**config.mk**
```make
export PLATFORM = sky130hd
export DESIGN_NAME = ext_zone_ctrl
export DESIGN_NICKNAME = d
export VERILOG_FILES = /design/src/rtl/ezc_pkg.sv /design/src/rtl/ezc_zone_decode.sv /design/src/rtl/ezc_cs_merge.sv /design/src/rtl/ezc_seq.sv /design/src/rtl/ext_zone_ctrl.sv
export SDC_FILE = /design/constraint.sdc
export NUM_CORES = 1
export LEC_CHECK = 0
export BUFFER_PORTS_ARGS = -buffer_cell sky130_fd_sc_hd__buf_4
export CORE_ASPECT_RATIO = 0.6
export CORE_MARGIN = 5
export CORE_UTILIZATION = 47
export CTS_CLUSTER_DIAMETER = 120
export DETAILED_ROUTE_END_ITERATION = 10
export PLACE_DENSITY = 0.81
export SLEW_MARGIN = 30
export SYNTH_ARGS = -nofsm -noshare
export SYNTH_HDL_FRONTEND = slang
export SYNTH_SLANG_ARGS = --single-unit
```
**constraint.sdc**
```tcl
create_clock -name clk_i -period 2.3 [get_ports clk_i]
set_input_delay 0.23 -clock clk_i [delete_from_list [all_inputs] [get_ports clk_i]]
set_output_delay 0.23 -clock clk_i [all_outputs]
set_load 0.05 [all_outputs]
```
**src/rtl/ezc_pkg.sv**
```systemverilog
package ezc_pkg;
  localparam int AW       = 22;
  localparam int NZ       = 5;
  localparam int NCS      = 3;
  localparam int TOP_ZONE = 4;
  localparam int CNT_W    = 3;

  typedef struct packed {
    logic       rdy_en;
    logic [1:0] hold;
    logic [2:0] act;
    logic [1:0] setup;
  } zcfg_t;

  localparam int CFG_W = $bits(zcfg_t);

  typedef enum logic [2:0] {
    S_IDLE, S_SETUP, S_ACT, S_HOLD, S_DONE
  } seq_st_t;

  localparam logic [AW-1:0] ZBASE [NZ] = '{22'h002000, 22'h004000, 22'h080000,
                                           22'h100000, 22'h3FC000};
  localparam logic [AW-1:0] ZMASK [NZ] = '{22'h001FFF, 22'h001FFF, 22'h07FFFF,
                                           22'h07FFFF, 22'h003FFF};
  // physical select index per zone
  localparam int ZCS [NZ] = '{0, 0, 1, 2, 2};
endpackage

```
**src/rtl/ezc_zone_decode.sv**
```systemverilog
module ezc_zone_decode
  import ezc_pkg::*;
(
  input  logic [AW-1:0] addr_i,
  input  logic          mode_i,
  output logic [NZ-1:0] hit_o,
  output logic          miss_o
);
  for (genvar z = 0; z < NZ; z++) begin : g_zone
    logic in_range;
    assign in_range = (addr_i & ~ZMASK[z]) == ZBASE[z];
    if (z == TOP_ZONE) begin : g_gated
      assign hit_o[z] = in_range & mode_i;
    end else begin : g_always
      assign hit_o[z] = in_range;
    end
  end

  assign miss_o = ~|hit_o;
endmodule

```
**src/rtl/ezc_cs_merge.sv**
```systemverilog
module ezc_cs_merge
  import ezc_pkg::*;
(
  input  logic [NZ-1:0]  zone_i,
  input  logic           busy_i,
  output logic [NCS-1:0] cs_no
);
  for (genvar c = 0; c < NCS; c++) begin : g_cs
    logic [NZ-1:0] grp;
    for (genvar z = 0; z < NZ; z++) begin : g_member
      assign grp[z] = (ZCS[z] == c) ? zone_i[z] : 1'b0;
    end
    // AND of per-zone active-low selects
    assign cs_no[c] = ~(busy_i & |grp);
  end
endmodule

```
**src/rtl/ezc_seq.sv**
```systemverilog
module ezc_seq
  import ezc_pkg::*;
#(
  parameter int DW  = 16,
  parameter int XAW = 19
) (
  input  logic              clk_i,
  input  logic              rst_ni,
  input  logic              req_i,
  input  logic              we_i,
  input  logic [XAW-1:0]    addr_i,
  input  logic [DW-1:0]     wdata_i,
  input  logic [NZ-1:0]     hit_i,
  input  logic              miss_i,
  input  logic [NZ*CFG_W-1:0] cfg_i,
  input  logic              ready_i,
  input  logic [DW-1:0]     xd_i,
  output logic [NZ-1:0]     zone_o,
  output logic              busy_o,
  output logic              strobe_o,
  output logic              we_o,
  output logic [XAW-1:0]    xa_o,
  output logic [DW-1:0]     wdata_o,
  output logic [DW-1:0]     rdata_o,
  output logic              done_o,
  output logic              err_o
);
  seq_st_t            st_q;
  logic [CNT_W-1:0]   cnt_q;
  zcfg_t              cfg_q, sel_cfg;
  logic [NZ-1:0]      zone_q;
  logic               we_q, err_q;
  logic [XAW-1:0]     addr_q;
  logic [DW-1:0]      wdata_q, rdata_q;

  always_comb begin
    sel_cfg = '0;
    for (int z = 0; z < NZ; z++)
      if (hit_i[z]) sel_cfg = sel_cfg | zcfg_t'(cfg_i[z*CFG_W +: CFG_W]);
  end

  always_ff @(posedge clk_i or negedge rst_ni) begin
    if (!rst_ni) begin
      st_q    <= S_IDLE;
      cnt_q   <= '0;
      cfg_q   <= '0;
      zone_q  <= '0;
      we_q    <= 1'b0;
      err_q   <= 1'b0;
      addr_q  <= '0;
      wdata_q <= '0;
      rdata_q <= '0;
    end else begin
      case (st_q)
        S_IDLE: if (req_i) begin
          addr_q  <= addr_i;
          wdata_q <= wdata_i;
          we_q    <= we_i;
          zone_q  <= hit_i;
          cfg_q   <= sel_cfg;
          err_q   <= miss_i;
          if (miss_i) begin
            rdata_q <= '0;
            st_q    <= S_DONE;
          end else if (sel_cfg.setup != '0) begin
            cnt_q <= CNT_W'(sel_cfg.setup - 2'd1);
            st_q  <= S_SETUP;
          end else begin
            cnt_q <= sel_cfg.act;
            st_q  <= S_ACT;
          end
        end
        S_SETUP: begin
          if (cnt_q == '0) begin
            cnt_q <= cfg_q.act;
            st_q  <= S_ACT;
          end else begin
            cnt_q <= cnt_q - 1'b1;
          end
        end
        S_ACT: begin
          if (cnt_q != '0) begin
            cnt_q <= cnt_q - 1'b1;
          end else if (!cfg_q.rdy_en || ready_i) begin
            if (!we_q) rdata_q <= xd_i;
            if (cfg_q.hold != '0) begin
              cnt_q <= CNT_W'(cfg_q.hold - 2'd1);
              st_q  <= S_HOLD;
            end else begin
              st_q <= S_DONE;
            end
          end
        end
        S_HOLD: begin
          if (cnt_q == '0) st_q <= S_DONE;
          else             cnt_q <= cnt_q - 1'b1;
        end
        S_DONE:  st_q <= S_IDLE;
        default: st_q <= S_IDLE;
      endcase
    end
  end

  assign busy_o   = (st_q == S_SETUP) || (st_q == S_ACT) || (st_q == S_HOLD);
  assign strobe_o = (st_q == S_ACT);
  assign zone_o   = zone_q;
  assign we_o     = we_q;
  assign xa_o     = addr_q;
  assign wdata_o  = wdata_q;
  assign rdata_o  = rdata_q;
  assign done_o   = (st_q == S_DONE);
  assign err_o    = (st_q == S_DONE) && err_q;
endmodule

```
**src/rtl/ext_zone_ctrl.sv**
```systemverilog
module ext_zone_ctrl
  import ezc_pkg::*;
#(
  parameter int DW  = 16,
  parameter int XAW = 19
) (
  input  logic                clk_i,
  input  logic                rst_ni,
  input  logic                req_i,
  input  logic                we_i,
  input  logic [AW-1:0]       addr_i,
  input  logic [DW-1:0]       wdata_i,
  output logic [DW-1:0]       rdata_o,
  output logic                done_o,
  output logic                dec_err_o,
  input  logic                mode_pin_i,
  input  logic                mode_bit_i,
  input  logic [NZ*CFG_W-1:0] zone_cfg_i,
  input  logic                ready_i,
  output logic [XAW-1:0]      xa_o,
  output logic [DW-1:0]       xd_o,
  input  logic [DW-1:0]       xd_i,
  output logic                xd_oe_o,
  output logic                cs01_no,
  output logic                cs2_no,
  output logic                cs67_no,
  output logic                rd_no,
  output logic                wr_no,
  output logic                rnw_o
);
  logic [NZ-1:0]  hit, zone;
  logic           miss, busy, strobe, we;
  logic [NCS-1:0] cs_n;

  ezc_zone_decode u_dec (
    .addr_i (addr_i),
    .mode_i (mode_pin_i | mode_bit_i),
    .hit_o  (hit),
    .miss_o (miss)
  );

  ezc_seq #(.DW(DW), .XAW(XAW)) u_seq (
    .clk_i    (clk_i),
    .rst_ni   (rst_ni),
    .req_i    (req_i),
    .we_i     (we_i),
    .addr_i   (addr_i[XAW-1:0]),
    .wdata_i  (wdata_i),
    .hit_i    (hit),
    .miss_i   (miss),
    .cfg_i    (zone_cfg_i),
    .ready_i  (ready_i),
    .xd_i     (xd_i),
    .zone_o   (zone),
    .busy_o   (busy),
    .strobe_o (strobe),
    .we_o     (we),
    .xa_o     (xa_o),
    .wdata_o  (xd_o),
    .rdata_o  (rdata_o),
    .done_o   (done_o),
    .err_o    (dec_err_o)
  );

  ezc_cs_merge u_cs (
    .zone_i (zone),
    .busy_i (busy),
    .cs_no  (cs_n)
  );

  assign cs01_no = cs_n[0];
  assign cs2_no  = cs_n[1];
  assign cs67_no = cs_n[2];
  assign rd_no   = ~(strobe & ~we);
  assign wr_no   = ~(strobe & we);
  assign rnw_o   = ~(busy & we);
  assign xd_oe_o = busy & we;
endmodule

```
* Word level (Yosys, flattened, before mapping)
Cells that the tools add are included.
Storage, ports and cells: register bits 70, bits in latches 0, logic and storage cells 102, memories kept 0, memory bits (writable) 0, bits in read-only memories 0, output and inout port bits 60
Operators by class: magnitude comparators 0, shift operators 0, reduce and logical (&&, ||, !) cells 20, bitwise logic cells 19, div/mod/pow operators 0, multiply operators 0, equal/unequal tests 20, multiplexer cells 29, $add $sub $neg 3
Operators with widths (count):
- 16-bit two-way mux | 5
- 3-bit two-way mux | 15
- 8-bit two-way mux | 5
- 8-bit bitwise OR | 4
- 16-bit case mux with 2 select lines | 1
- 3-bit case mux with 4 select lines | 2
- 2-bit inequality test (second input constant) | 6
- 6-bit AND reduction | 2
- 3-bit by 2-bit == test with 1-bit output (second input constant) | 3
- 9-bit by 1-bit == test with 1-bit output (second input constant) | 1
- 9-bit by 2-bit == test with 1-bit output (second input constant) | 1
- 8-bit == test (second input constant) | 1
- 1-bit bitwise AND | 7
- 1-bit NOT | 7
- 3-bit by 1-bit == test with 1-bit output (second input constant) | 2
- 3-bit zero test | 2
- 2-bit by 1-bit inequality test with 1-bit output (second input constant) | 3
- 3-bit by 1-bit inequality test with 1-bit output (second input constant) | 2
- 2-bit nonzero test | 3
- 2-bit by 1-bit subtractor with 3-bit output (second input constant) | 2
- 5-bit AND reduction | 1
- 5-bit OR reduction | 1
- 4-bit nonzero test | 1
- 2-bit OR reduction | 2
- 9 further kinds | 12

* Logic depth before layout (Yosys ltp)
depth in word-level cells 15, gate-level depth with buffers 9

* By module
Synthesis repeated with hierarchy kept, for this count alone.
Second synthesis, totals: cells, all modules 320, area total of the unflattened synthesis 3454.6 µm²
Modules (own cells, without submodules):
- ezc_seq | area an instance 3285.7 µm², times used 1, cells an instance 293
- ezc_zone_decode | area an instance 128.9 µm², times used 1, cells an instance 19
- ext_zone_ctrl | area an instance 26.3 µm², times used 1, cells an instance 5
- ezc_cs_merge | area an instance 13.8 µm², times used 1, cells an instance 3

* Least setup slack after synthesis
Ideal clock, no wire load.
path type flip-flop to output port, from reg u_seq.st_q[1], to out xd_oe_o, path slack 0.233 ns, cell stages (with the launch flop) 6, arrival time 1.837 ns, path buffers 1, cells stage by stage dfrtp_1 > clkbuf_1 > nor2_1 > nor2_1 > nand2_1 > inv_1
Between the ends: cells in the longest elaborated chain, start to end 4, elaborated cells between the ends (all ways) 6, those cells by class 3 x eq/ne; 1 x bitwise; 2 x reduce/logical
RTL lines:
- start: declaration | line ezc_seq.sv:28 | seq_st_t st_q;
- start signal: assignment | line ezc_seq.sv:44 | st_q <= S_IDLE;
- start signal: assignment | line ezc_seq.sv:64 | st_q <= S_DONE;
- start signal: assignment | line ezc_seq.sv:67 | st_q <= S_SETUP;
- 3-bit by 1-bit == test with 1-bit output or 3-bit by 2-bit == test with 1-bit output (tied branches) | line ezc_seq.sv:104 | assign busy_o = (st_q == S_SETUP) || (st_q == S_ACT) || (st_q == S_HOLD);
- 1-bit logical OR | line ezc_seq.sv:104
- 1-bit logical OR (*) | line ezc_seq.sv:104
- 1-bit bitwise AND (*) | line ext_zone_ctrl.sv:77 | assign xd_oe_o = busy & we;
- end: declaration | line ext_zone_ctrl.sv:23 | output logic xd_oe_o,
Every way passes the cells marked *; elsewhere a longest branch is shown, timed or not.

* Worst setup path in the final report
from reg u_seq.cnt_q[0], to reg u_seq.rdata_q[0], in the netlist u_seq.rdata_o[0]
Between the ends: cells in the longest elaborated chain, start to end 3
RTL lines:
- start: declaration | line ezc_seq.sv:29 | logic [CNT_W-1:0] cnt_q;
- start signal: assignment | line ezc_seq.sv:66 | cnt_q <= CNT_W'(sel_cfg.setup - 2'd1);
- start signal: assignment | line ezc_seq.sv:69 | cnt_q <= sel_cfg.act;
- start signal: assignment | line ezc_seq.sv:75 | cnt_q <= cfg_q.act;
- 3-bit nonzero test | line ezc_seq.sv:82 | if (cnt_q != '0) begin
- 2-bit inequality test (no source line)
- 6-bit AND reduction (no source line)
- end signal: assignment | line ezc_seq.sv:85 | if (!we_q) rdata_q <= xd_i;
- end: declaration | line ezc_seq.sv:34 | logic [DW-1:0] wdata_q, rdata_q;
Every way passes these cells. A chain may end at the register's enable or synchronous reset.

==> metrics.json <==
{
  "final_period_minus_worst_setup_slack": {"value": 2.04, "unit": "ns"},
  "track_usage": {"value": 24.4, "unit": "%"},
  "average_wire_per_cell_in_the_routed_design": {"value": 17.2, "unit": "um"},
  "syn_nets": {"value": 493},
  "route.detailed.vias_per_inst": {"value": 5.38},
  "yosys_register_bits": {"value": 70},
  "run_status": {"value": "complete, no violations"},
  "dpl.cell_count": {"value": 627},
  "dieArea": {"value": 9210, "unit": "um2"},
  "final-setup-viol-count": {"value": 0},
  "final.setup.tns": {"value": 0, "unit": "ns"},
  "detailedRoute.firstIterationViolations": {"value": 295},
  "synth_enable_flop_cells": {"value": 0},
  "maxCapViolCount": {"value": 0},
  "antenna_violations_before_repair": {"value": 0},
  "ant_nets": {"value": 0},
  "cts.root.buffer_cell": {"value": "sky130_fd_sc_hd__clkbuf_16"},
  "slew_viol_final": {"value": 0},
  "worst_setup_hold_path_clk_slew": {"value": 0.06, "unit": "ns"},
  "place.gp.congestion": {"value": 0.891},
  "synth.largest_area_cell": {"value": "sky130_fd_sc_hd__dfrtp_1"},
  "global_route.overflow_total": {"value": 0},
  "rsz0062_at_grt": {"value": "false"},
  "postSynth.asyncResetShare": {"value": 100, "unit": "%"},
  "die_height": {"value": 76.4, "unit": "um"},
  "hold_slack": {"value": 0.0811, "unit": "ns"},
  "nNetsFinal": {"value": 653},
  "layout-drive-gt1-share": {"value": 35.8, "unit": "%"},
  "worst-setup-path-type": {"value": "flop to flop"},
  "fmax": {"value": 0.490, "unit": "GHz"},
  "chipWidth": {"value": 121, "unit": "um"},
  "yosys_most_used_dff": {"value": "sky130_fd_sc_hd__dfrtp_1"},
  "worstSkewPairLatency": {"value": 0.33, "unit": "ns"},
  "synth.cell_area": {"value": 3450, "unit": "um2"},
  "yosys.cell_count.top_type": {"value": "sky130_fd_sc_hd__nand2_1"},
  "vdd_drop_max": {"value": 1190, "unit": "uV"},
  "dpl.hpwl": {"value": 8220, "unit": "um"},
  "drc": {"value": 0},
  "synth.distinct_cells": {"value": 50},
  "finalCritPeriodShare": {"value": 88.8, "unit": "%"},
  "synthDominantCellAreaShare": {"value": 50.8, "unit": "%"},
  "fin_area": {"value": 5040, "unit": "um2"},
  "drt_first_pass_iters": {"value": 5},
  "slew_headroom": {"value": 56.3, "unit": "%"},
  "timing.final.hold_violations": {"value": 0},
  "end_kind": {"value": "flop"},
  "rows": {"value": 24},
  "tritoncts_clock_tree": {"value": "done"},
  "core_region_area": {"value": 7210, "unit": "um2"},
  "list_of_most_frequent_post_synthesis_cells": {"value": "sky130_fd_sc_hd__nand2_1, sky130_fd_sc_hd__dfrtp_1, sky130_fd_sc_hd__a22o_1"},
  "final.setup_skew": {"value": 0.00655, "unit": "ns"},
  "detailed_place.area": {"value": 4720, "unit": "um2"},
  "worstSetupStartpointType": {"value": "flop"},
  "largest_net_degree_at_the_start_of_global_routing": {"value": 71},
  "worstMarginPinSlew": {"value": 0.655, "unit": "ns"},
  "htree_levels": {"value": 3},
  "hold_depth": {"value": 3},
  "layout.cells.non_filler": {"value": 644},
  "grt_pass1_vias": {"value": 3634},
  "r2r.worst_path.cells": {"value": 7},
  "crit_fanout": {"value": 16},
  "netlist_instances": {"value": 388},
  "fill_cells": {"value": 559},
  "critPathArrivalTime": {"value": 2.26, "unit": "ns"},
  "cts_inserted_buffers": {"value": 9},
  "critical_path_required": {"value": 2.52, "unit": "ns"},
  "ys_top_cells_by_area": {"value": "sky130_fd_sc_hd__dfrtp_1, sky130_fd_sc_hd__nand2_1, sky130_fd_sc_hd__a22o_1"},
  "detailroute.via_count": {"value": 3462},
  "final_wirelength": {"value": 11000, "unit": "um"},
  "io_buffers": {"value": 160},
  "power.static_leakage": {"value": 2.66, "unit": "nW"},
  "first_pass_grt_wire_length": {"value": 17900, "unit": "um"},
  "starting_density_of_the_core": {"value": 47.9, "unit": "%"},
  "final_total_pwr": {"value": 7.77, "unit": "mW"},
  "p_per_area": {"value": 1540, "unit": "nW/um2"},
  "clock-sinks": {"value": 70},
  "synth.yosys.seq_area_share": {"value": 50.8, "unit": "%"},
  "holdCritPathClass": {"value": "primary input to flop"},
  "clock_tree.buffer_depth": {"value": 2},
  "synth_warnings": {"value": 0},
  "areaGrowthSynthToFinish": {"value": 46.1, "unit": "%"},
  "syn-mean-instance-area": {"value": 8.89, "unit": "um2"},
  "antenna_cells": {"value": 0},
  "num_io_pins": {"value": 161},
  "cts_post_setup_buffers_inserted": {"value": 0}
}
==> path summary, 6_finish.rpt <==
kind / startpoint / slack (ns) / end
setup / recovery: u_seq.cnt_q[0]$_DFFE_PN0P_ / 0.26 / u_seq.rdata_o[0]$_DFFE_PN0P_
hold / removal: wdata_i[8] / 0.08 / u_seq.wdata_o[8]$_DFFE_PN0P_
setup reg to reg: u_seq.cnt_q[0]$_DFFE_PN0P_ / 0.26 / u_seq.rdata_o[0]$_DFFE_PN0P_
hold reg to reg: u_seq.zone_o[3]$_DFFE_PN0P_ / 0.47 / u_seq.zone_o[3]$_DFFE_PN0P_
max in group asynchronous: rst_ni / 1.40 / u_seq.cnt_q[2]$_DFFE_PN0P_
min in group asynchronous: rst_ni / 0.46 / u_seq.wdata_o[2]$_DFFE_PN0P_
==> area by class of cell <==
| class | count | area, um2 | share of cell area, % |
|---|---|---|---|
| inverters | 8 | 30.0 | 0.596 |
| flip-flops and latches | 70 | 1750 | 34.8 |
| clock buffers | 9 | 225 | 4.47 |
| well taps | 91 | 114 | 2.26 |
| repair buffers | 174 | 1310 | 26.0 |
| multi-input cells | 285 | 1530 | 30.4 |
| clock inverters | 7 | 72.6 | 1.44 |
==> metal layers <==
layer  up-vias  global-route usage (%)  routed length (um)
li1       1645                       -                   -
met5         -                       0                   0
met1      1629                    32.2                4530
met2       174                    37.6                5140
met4         0                    6.45                 153
met3        14                    9.42                1220
==> layout by cell type (no fill, tap or decap), types with 2 or more instances in the layout <==
cell type / Yosys / final
sky130_fd_sc_hd__o22ai_1: 7 / 7
sky130_fd_sc_hd__or3_1: 2 / 2
sky130_fd_sc_hd__clkbuf_16: 0 / 9
sky130_fd_sc_hd__nor2_1: 10 / 10
sky130_fd_sc_hd__inv_1: 5 / 5
sky130_fd_sc_hd__a22oi_1: 14 / 14
sky130_fd_sc_hd__nand3_1: 5 / 5
sky130_fd_sc_hd__clkinv_2: 0 / 2
sky130_fd_sc_hd__nor2b_1: 6 / 5
sky130_fd_sc_hd__clkinvlp_4: 0 / 2
sky130_fd_sc_hd__a22o_1: 19 / 19
sky130_fd_sc_hd__nand4_1: 3 / 3
sky130_fd_sc_hd__and2_1: 3 / 3
sky130_fd_sc_hd__inv_6: 0 / 2
sky130_fd_sc_hd__ha_1: 4 / 4
sky130_fd_sc_hd__nand3b_1: 7 / 7
sky130_fd_sc_hd__o21ai_1: 8 / 8
sky130_fd_sc_hd__a211oi_1: 2 / 2
sky130_fd_sc_hd__o221ai_1: 2 / 2
sky130_fd_sc_hd__buf_4: 1 / 172
sky130_fd_sc_hd__nand2b_1: 4 / 4
sky130_fd_sc_hd__nor3_1: 3 / 3
sky130_fd_sc_hd__inv_2: 3 / 3
sky130_fd_sc_hd__nand2_1: 141 / 141
sky130_fd_sc_hd__o21ai_0: 5 / 5
sky130_fd_sc_hd__a21oi_1: 15 / 15
sky130_fd_sc_hd__dfrtp_1: 70 / 70
sky130_fd_sc_hd__or2_1: 3 / 3
==> per-stage QoR <==
stage	utilization, %	worst slack (ns)
2_1_floorplan	-	0.233
3_5_place_dp	65.6	0.115
4_1_cts	69.7	0.0758
6_report	69.9	0.257
5_1_grt	69.9	0.0585
3_3_place_gp	65.6	0.221
==> registers in the layout, indices dropped and copies added, names as in the netlist <==
register and count:
u_seq.zone_o 5, u_seq.err_q 1, u_seq.xa_o 19, u_seq.cfg_q 6, u_seq.rdata_o 16, u_seq.wdata_o 16
u_seq.we_o 1, u_seq.st_q 3, u_seq.cnt_q 3
==> logic make-up (layout without fill, tap and decap cells) <==
kind of cell	count (synthesis)	in the layout	synth area share, %
adder cells (fa/ha/maj)	4	4	1.45
multiplexers	2	2	0.617
AND/OR/NAND/NOR	192	192	24.3
flip-flops	70	70	50.8
AO/OA/AOI/OAI	87	87	18.0
buffers and inverters	33	198	4.86
==> critical path: stages, from the launching register on <==
cell and delay [ns]:
sky130_fd_sc_hd__dfrtp_1 0.40, sky130_fd_sc_hd__inv_1 0.11, sky130_fd_sc_hd__ha_1 0.21, sky130_fd_sc_hd__nor2b_2 0.35
sky130_fd_sc_hd__nand2_1 0.12, sky130_fd_sc_hd__nor3b_1 0.24, sky130_fd_sc_hd__o21ai_2 0.24, sky130_fd_sc_hd__a22o_1 0.25
==> timing repair <==
item | 4_1_cts | 5_1_grt
endpoints found under the setup margin | 0 | 17
endpoints found under the hold margin | 0 | 70
gates resized for setup | 0 | 1
hold buffers | 0 | 1
==> report_power, final <==
part	switching, mW	leakage (nW)	total [mW]	internal (mW)
logic	2.91	1.61	4.21	1.31
clock network	0.551	0.142	1.39	0.843
registers	0.386	0.901	2.16	1.77
Power figures use the tool's default switching activity.
